File: config.mk
export PLATFORM = sky130hd
export DESIGN_NAME = secviol_agg
export DESIGN_NICKNAME = d
export VERILOG_FILES = /design/src/rtl/viol_agg_pkg.sv /design/src/rtl/viol_regif.sv /design/src/rtl/viol_flag_bank.sv /design/src/rtl/viol_irq_gate.sv /design/src/rtl/secviol_agg.sv
export SDC_FILE = /design/constraint.sdc
export NUM_CORES = 1
export LEC_CHECK = 0
export ABC_CLOCK_PERIOD_IN_PS = 1350
export BUFFER_PORTS_ARGS = -buffer_cell sky130_fd_sc_hd__buf_2
export CAP_MARGIN = 20
export CORE_ASPECT_RATIO = 0.5
export CORE_MARGIN = 1
export CORE_UTILIZATION = 35
export CTS_CLUSTER_DIAMETER = 60
export DETAILED_ROUTE_END_ITERATION = 10
export PLACE_DENSITY = 0.62
export SLEW_MARGIN = 20
export SYNTH_ARGS = -nofsm -noshare
export SYNTH_HDL_FRONTEND = slang
export SYNTH_HIERARCHICAL = 1
export SYNTH_SLANG_ARGS = --single-unit
File: constraint.sdc
create_clock -name clk -period 1.35 [get_ports clk]
set_input_delay 0.2025 -clock clk [delete_from_list [all_inputs] [get_ports clk]]
set_output_delay 0.2025 -clock clk [all_outputs]
set_load 0.01 [all_outputs]
File: src/rtl/viol_agg_pkg.sv
// Package: shared constants, register selector type and mask helper for the
// security violation aggregator. Assumes a 32-bit register word.
package viol_agg_pkg;

    localparam int WORD_W = 32;

    typedef enum logic [1:0] {
        SEL_ENA  = 2'd0,
        SEL_STAT = 2'd1,
        SEL_CLR  = 2'd2,
        SEL_NONE = 2'd3
    } reg_sel_e;

    // Mask with the lowest n bits set.
    function automatic logic [WORD_W-1:0] low_ones(input int n);
        logic [WORD_W-1:0] m;
        m = '0;
        for (int k = 0; k < WORD_W; k++) begin
            if (k < n) m[k] = 1'b1;
        end
        return m;
    endfunction

endpackage

File: src/rtl/viol_regif.sv
// Module: register port of the aggregator. Decodes a word address and holds
// the enable register. It produces a one-cycle clear vector and muxes read
// data combinationally. Assumes NUM_SRC <= 32 and ADDR_W >= 2.
module viol_regif
    import viol_agg_pkg::*;
#(
    parameter int NUM_SRC = 32,
    parameter int ADDR_W  = 2
) (
    input  logic              clk,
    input  logic              rst_n,
    input  logic              bus_sel,
    input  logic              bus_wr,
    input  logic [ADDR_W-1:0] bus_addr,
    input  logic [WORD_W-1:0] bus_wdata,
    input  logic [NUM_SRC-1:0] flags,
    output logic [NUM_SRC-1:0] en_q,
    output logic [NUM_SRC-1:0] clr_vec,
    output logic [WORD_W-1:0] rdata
);

    localparam logic [ADDR_W-1:0] A_ENA  = ADDR_W'(0);
    localparam logic [ADDR_W-1:0] A_STAT = ADDR_W'(1);
    localparam logic [ADDR_W-1:0] A_CLR  = ADDR_W'(2);

    reg_sel_e sel;
    logic     wr_ok;
    logic     ena_wr;

    // Translate the word address into a register selector.
    always_comb begin
        if (bus_addr == A_ENA)       sel = SEL_ENA;
        else if (bus_addr == A_STAT) sel = SEL_STAT;
        else if (bus_addr == A_CLR)  sel = SEL_CLR;
        else                         sel = SEL_NONE;
    end

    assign wr_ok  = bus_sel & bus_wr;
    assign ena_wr = wr_ok && (sel == SEL_ENA);

    // Enable register: all sources armed at reset, loaded on a write.
    always_ff @(posedge clk) begin
        if (!rst_n)      en_q <= '1;
        else if (ena_wr) en_q <= bus_wdata[NUM_SRC-1:0];
    end

    // Clear vector lasts only for the cycle of the write.
    always_comb begin
        clr_vec = '0;
        if (wr_ok && (sel == SEL_CLR)) clr_vec = bus_wdata[NUM_SRC-1:0];
    end

    // Read mux; unimplemented bits and addresses return zero.
    always_comb begin
        rdata = '0;
        if (bus_sel) begin
            case (sel)
                SEL_ENA:  rdata = WORD_W'(en_q);
                SEL_STAT: rdata = WORD_W'(flags);
                default:  rdata = '0;
            endcase
        end
    end


    ena_reset_chk: assert property (@(posedge clk) disable iff (!rst_n)
        $rose(rst_n) |-> (WORD_W'(en_q) == low_ones(NUM_SRC)));


    ena_hold_chk: assert property (@(posedge clk) disable iff (!rst_n)
        !ena_wr |=> $stable(en_q));

endmodule

File: src/rtl/viol_flag_bank.sv
// Module: one sticky flag per source. An enabled pulse sets the flag and
// the clear vector drops it. Set wins over clear in the same cycle.
// Assumes single-cycle pulses already synchronous to clk.
module viol_flag_bank #(
    parameter int NUM_SRC = 32
) (
    input  logic               clk,
    input  logic               rst_n,
    input  logic [NUM_SRC-1:0] ev,
    input  logic [NUM_SRC-1:0] en,
    input  logic [NUM_SRC-1:0] clr,
    output logic [NUM_SRC-1:0] flags
);

    for (genvar i = 0; i < NUM_SRC; i++) begin : g_src
        logic bit_q;

        // Per-source flag: set has priority over clear.
        always_ff @(posedge clk) begin
            if (!rst_n)                bit_q <= 1'b0;
            else if (ev[i] && en[i])   bit_q <= 1'b1;
            else if (clr[i])           bit_q <= 1'b0;
        end

        assign flags[i] = bit_q;
    end


    no_masked_set_chk: assert property (@(posedge clk) disable iff (!rst_n)
        1'b1 |=> ((flags & ~$past(flags) & ~$past(ev & en)) == '0));


    flag_sticky_chk: assert property (@(posedge clk) disable iff (!rst_n)
        1'b1 |=> (($past(flags) & ~$past(clr) & ~flags) == '0));


    set_wins_chk: assert property (@(posedge clk) disable iff (!rst_n)
        1'b1 |=> (($past(ev & en) & ~flags) == '0));

endmodule

File: src/rtl/viol_irq_gate.sv
// Module: reduces the flags to one line and gates it with the global
// security enable. Purely combinational; assumes flags come from registers.
module viol_irq_gate #(
    parameter int NUM_SRC = 32
) (
    input  logic               sec_en,
    input  logic [NUM_SRC-1:0] flags,
    output logic               irq
);

    logic any_pending;

    // OR-reduce the pending flags.
    always_comb any_pending = |flags;

    // Hard block while security is disabled.
    always_comb irq = sec_en & any_pending;

endmodule

File: src/rtl/secviol_agg.sv
// Module: top of the security violation aggregator. Wires the register
// port, the flag bank and the interrupt gate together. Assumes NUM_SRC in
// 1..32 and ADDR_W >= 2.
module secviol_agg
    import viol_agg_pkg::*;
#(
    parameter int NUM_SRC = 32,
    parameter int ADDR_W  = 2
) (
    input  logic               clk,
    input  logic               rst_n,
    input  logic               sec_en_i,
    input  logic [NUM_SRC-1:0] ev_i,
    input  logic               bus_sel_i,
    input  logic               bus_wr_i,
    input  logic [ADDR_W-1:0]  bus_addr_i,
    input  logic [31:0]        bus_wdata_i,
    output logic [31:0]        bus_rdata_o,
    output logic               irq_o
);

    logic [NUM_SRC-1:0] en_q;
    logic [NUM_SRC-1:0] clr_vec;
    logic [NUM_SRC-1:0] flags;

    viol_regif #(.NUM_SRC(NUM_SRC), .ADDR_W(ADDR_W)) u_regif (
        .clk      (clk),
        .rst_n    (rst_n),
        .bus_sel  (bus_sel_i),
        .bus_wr   (bus_wr_i),
        .bus_addr (bus_addr_i),
        .bus_wdata(bus_wdata_i),
        .flags    (flags),
        .en_q     (en_q),
        .clr_vec  (clr_vec),
        .rdata    (bus_rdata_o)
    );

    viol_flag_bank #(.NUM_SRC(NUM_SRC)) u_flags (
        .clk  (clk),
        .rst_n(rst_n),
        .ev   (ev_i),
        .en   (en_q),
        .clr  (clr_vec),
        .flags(flags)
    );

    viol_irq_gate #(.NUM_SRC(NUM_SRC)) u_gate (
        .sec_en(sec_en_i),
        .flags (flags),
        .irq   (irq_o)
    );


    irq_blocked_chk: assert property (@(posedge clk) disable iff (!rst_n)
        !sec_en_i |-> !irq_o);


    irq_source_chk: assert property (@(posedge clk) disable iff (!rst_n)
        irq_o |-> (flags != '0));


    irq_present_chk: assert property (@(posedge clk) disable iff (!rst_n)
        (sec_en_i && (flags != '0)) |-> irq_o);

endmodule

==> flow_summary.ini <==
[critical_path]
worstPathRequired_ns = 1.15
worstPathArrival_ns = 1.52
cp-start-kind = flip-flop
cpPeakStageDelay_ns = 0.33
crit_chain = nor4_4 > buf_4 > nand4_1 > o21a_1 > buf_2
slowest_stage = dfxtp_2
worstSetupPathType = reg2out
ff2ff_path_depth = 3
end_kind = output pin
path_max_fanout = 2

[synthesis]
synth_area_leader_cell = dfxtp_1
synth_enable_flop_cells = 0
ys.flop_type = dfxtp_1
yosysWarnings = 6
synthCells = 422
ys_types = 21
yosys-top-cells-count = 64 x dfxtp_1, 64 x mux2i_1, 64 x nor2b_1
ys_ff_latch = 64
synthTopCellsByArea = dfxtp_1 34%, mux2i_1 17%, nor2b_1 11%
yosysSeqAreaShare_pct = 34.35
synth.net_count = 493
synth_largest_type_area_fraction_pct = 34.35
synthArstFlopShare_pct = 0
synth_area_um2 = 3730
synth_area_per_cell_um2 = 8.838

[final_layout]
stdcell_area_um2 = 4740
drive_above_1_share_pct = 34.93
fin_util_pct = 46.11
stdcell_count = 661
regArea_um2 = 1304
area_delta_synth_final_pct = 27.07
fill_cells = 1047
diodes = 0
multi_input_area_um2 = 2112
finalNetCount = 589

[clock_tree]
cts_tree = yes
cts_num_sinks = 64
cts_buffer_depth = 2
clock_latency_ns = 0.32
cts_inserted_buffers = 9
root_buffer = clkbuf_16
clkTransAtPathRegs_ns = 0.05
htreeDepth = 3

[sta]
relSlewSlack_pct = 79.65
finalMaxSlewViolations = 0
hold_violations = 0
min_period_over_period_pct = 127.8
period_minus_slack_ns = 1.726
rsz0062_at_grt = true
setup_ws_ns = -0.3756
clock.fmax_ghz = 0.5795
setup_viol = 1
hold_ws_ns = 0.1241
tightestPinTransition_ns = 0.3052
fin_worst_skew_ns = 0.002766
setup-tns-final_ns = -0.3756

[drt]
vias = 2986
drc_errors = 0
drt_iter0_markers = 70
wirelength_um = 8730
via_per_inst = 4.517
wire_per_inst_um = 13.21
ant_nets = 0
first_pass_iters = 4

[global_route]
grt_pass1_vias = 2784
grt_pass1_wl_um = 13600
antenna_found_initial = 0
grt_max_degree = 97
overflow = 0
grt_util_all_layers_pct = 16.06

[die]
row_count = 26
die_area_um2 = 11100
start_util_pct = 36.28
io_pins = 104
dieWidth_um = 148.0
die_height_um = 75.00
core_area_um2 = 10280

[placement]
place_ws_ns = -0.1140
port_buffers = 103
routabilityCongestion = 0.7609
dp_hpwl_um = 6328
place_inst = 648
postPlaceCellArea_um2 = 4329

[outcome]
violations = setup timing
status = finished, violations left

[power_and_ir_drop]
power.share.switching_pct = 23.85
peakVddDrop_v = 0.0006302
leakage_nw = 2.173
power_mw = 5.008
p_seq_share_pct = 41.6
clkPwrFrac_pct = 42.6
comb_power_share_pct = 15.8
switching_power_mw = 1.195
intPower_mw = 3.814
power_per_cell_area_nw_per_um2 = 1057

[flow_run]
cap_violations = 0

[hold_path]
holdPathStages = 3
hold_path_class = in2reg
[kinds of logic (layout without fill, tap and decap cells)]
logic type | after synthesis | count (layout) | share of synthesized area [%]
mux | 64 | 64 | 17.18
flops | 64 | 64 | 34.35
buf+inv | 56 | 155 | 10.97
compound gates | 33 | 33 | 6.642
simple gates | 205 | 205 | 30.86
[state kept, by name (all words and copies together) (netlist names)]
register,count
u_flags/g_src.bit_q,32
u_regif/en_q,32
[final cells by class]
class                           instances  share of cell area, %
Multi-Input combinational cell        302                  44.56
Timing Repair Buffer                  141                  18.45
Sequential cell                        64                  27.51
Clock buffer                           14                  5.781
Tap cell                              140                  3.696
[critical path, delay by kind of cell (launching register included)]
| family | cells | cell delay [ns] |
|---|---|---|
| buffers and inverters | 2 | 0.29 |
| AND/OR/NAND/NOR | 2 | 0.39 |
| flip-flops | 1 | 0.33 |
| AO/OA/AOI/OAI | 1 | 0.20 |
[worst paths after layout]
kind | startpoint | end | slack (ns)
worst max register to register | u_flags/g_src[19].bit_q | u_flags/g_src[19].bit_q | 0.57
worst min register to register | u_regif/en_q[2] | u_flags/g_src[2].bit_q | 0.46
worst max-delay path | u_flags/g_src[0].bit_q | irq_o | -0.38
worst min-delay path | ev_i[30] | u_flags/g_src[30].bit_q | 0.12
[layout by cell type (no fill, tap or decap), drive strengths merged, types with 14 or more instances in the layout]
| cell | n |
|---|---|
| buf | 141 |
| nor2b | 64 |
| mux2i | 64 |
| dfxtp | 64 |
| nand2b | 33 |
| nand2 | 32 |
| and2 | 32 |
| nor2 | 32 |
| a21boi | 32 |
| clkbuf | 14 |
[metal layers]
| layer | vias up | part of all wire [%] | global-route usage, % |
|---|---|---|---|
| met5 | - | 0 | 0 |
| met4 | 0 | 1.0 | 4.467 |
| met3 | 9 | 3.4 | 4.667 |
| met2 | 47 | 46 | 26.60 |
| met1 | 1389 | 49 | 20.69 |
| li1 | 1541 | - | - |
[power by group through the flow]
stage               Clock (mW)  Combinational (mW)  Sequential [mW]
finish                    2.13               0.793             2.08
CTS                       2.19               0.778             2.06
floorplan                    0               0.525             2.07
global route              2.28               0.873             2.09
detailed placement           0               0.765             2.09
global placement             0               0.761             2.09
[repair_timing]
item,in CTS,in global routing
gates cloned,0,0
buffers inserted,0,3
gates resized for setup,12,31
pin swaps,7,12
setup endpoints to repair,3,16
hold buffers,0,0
(Power assumes the default switching activity.)
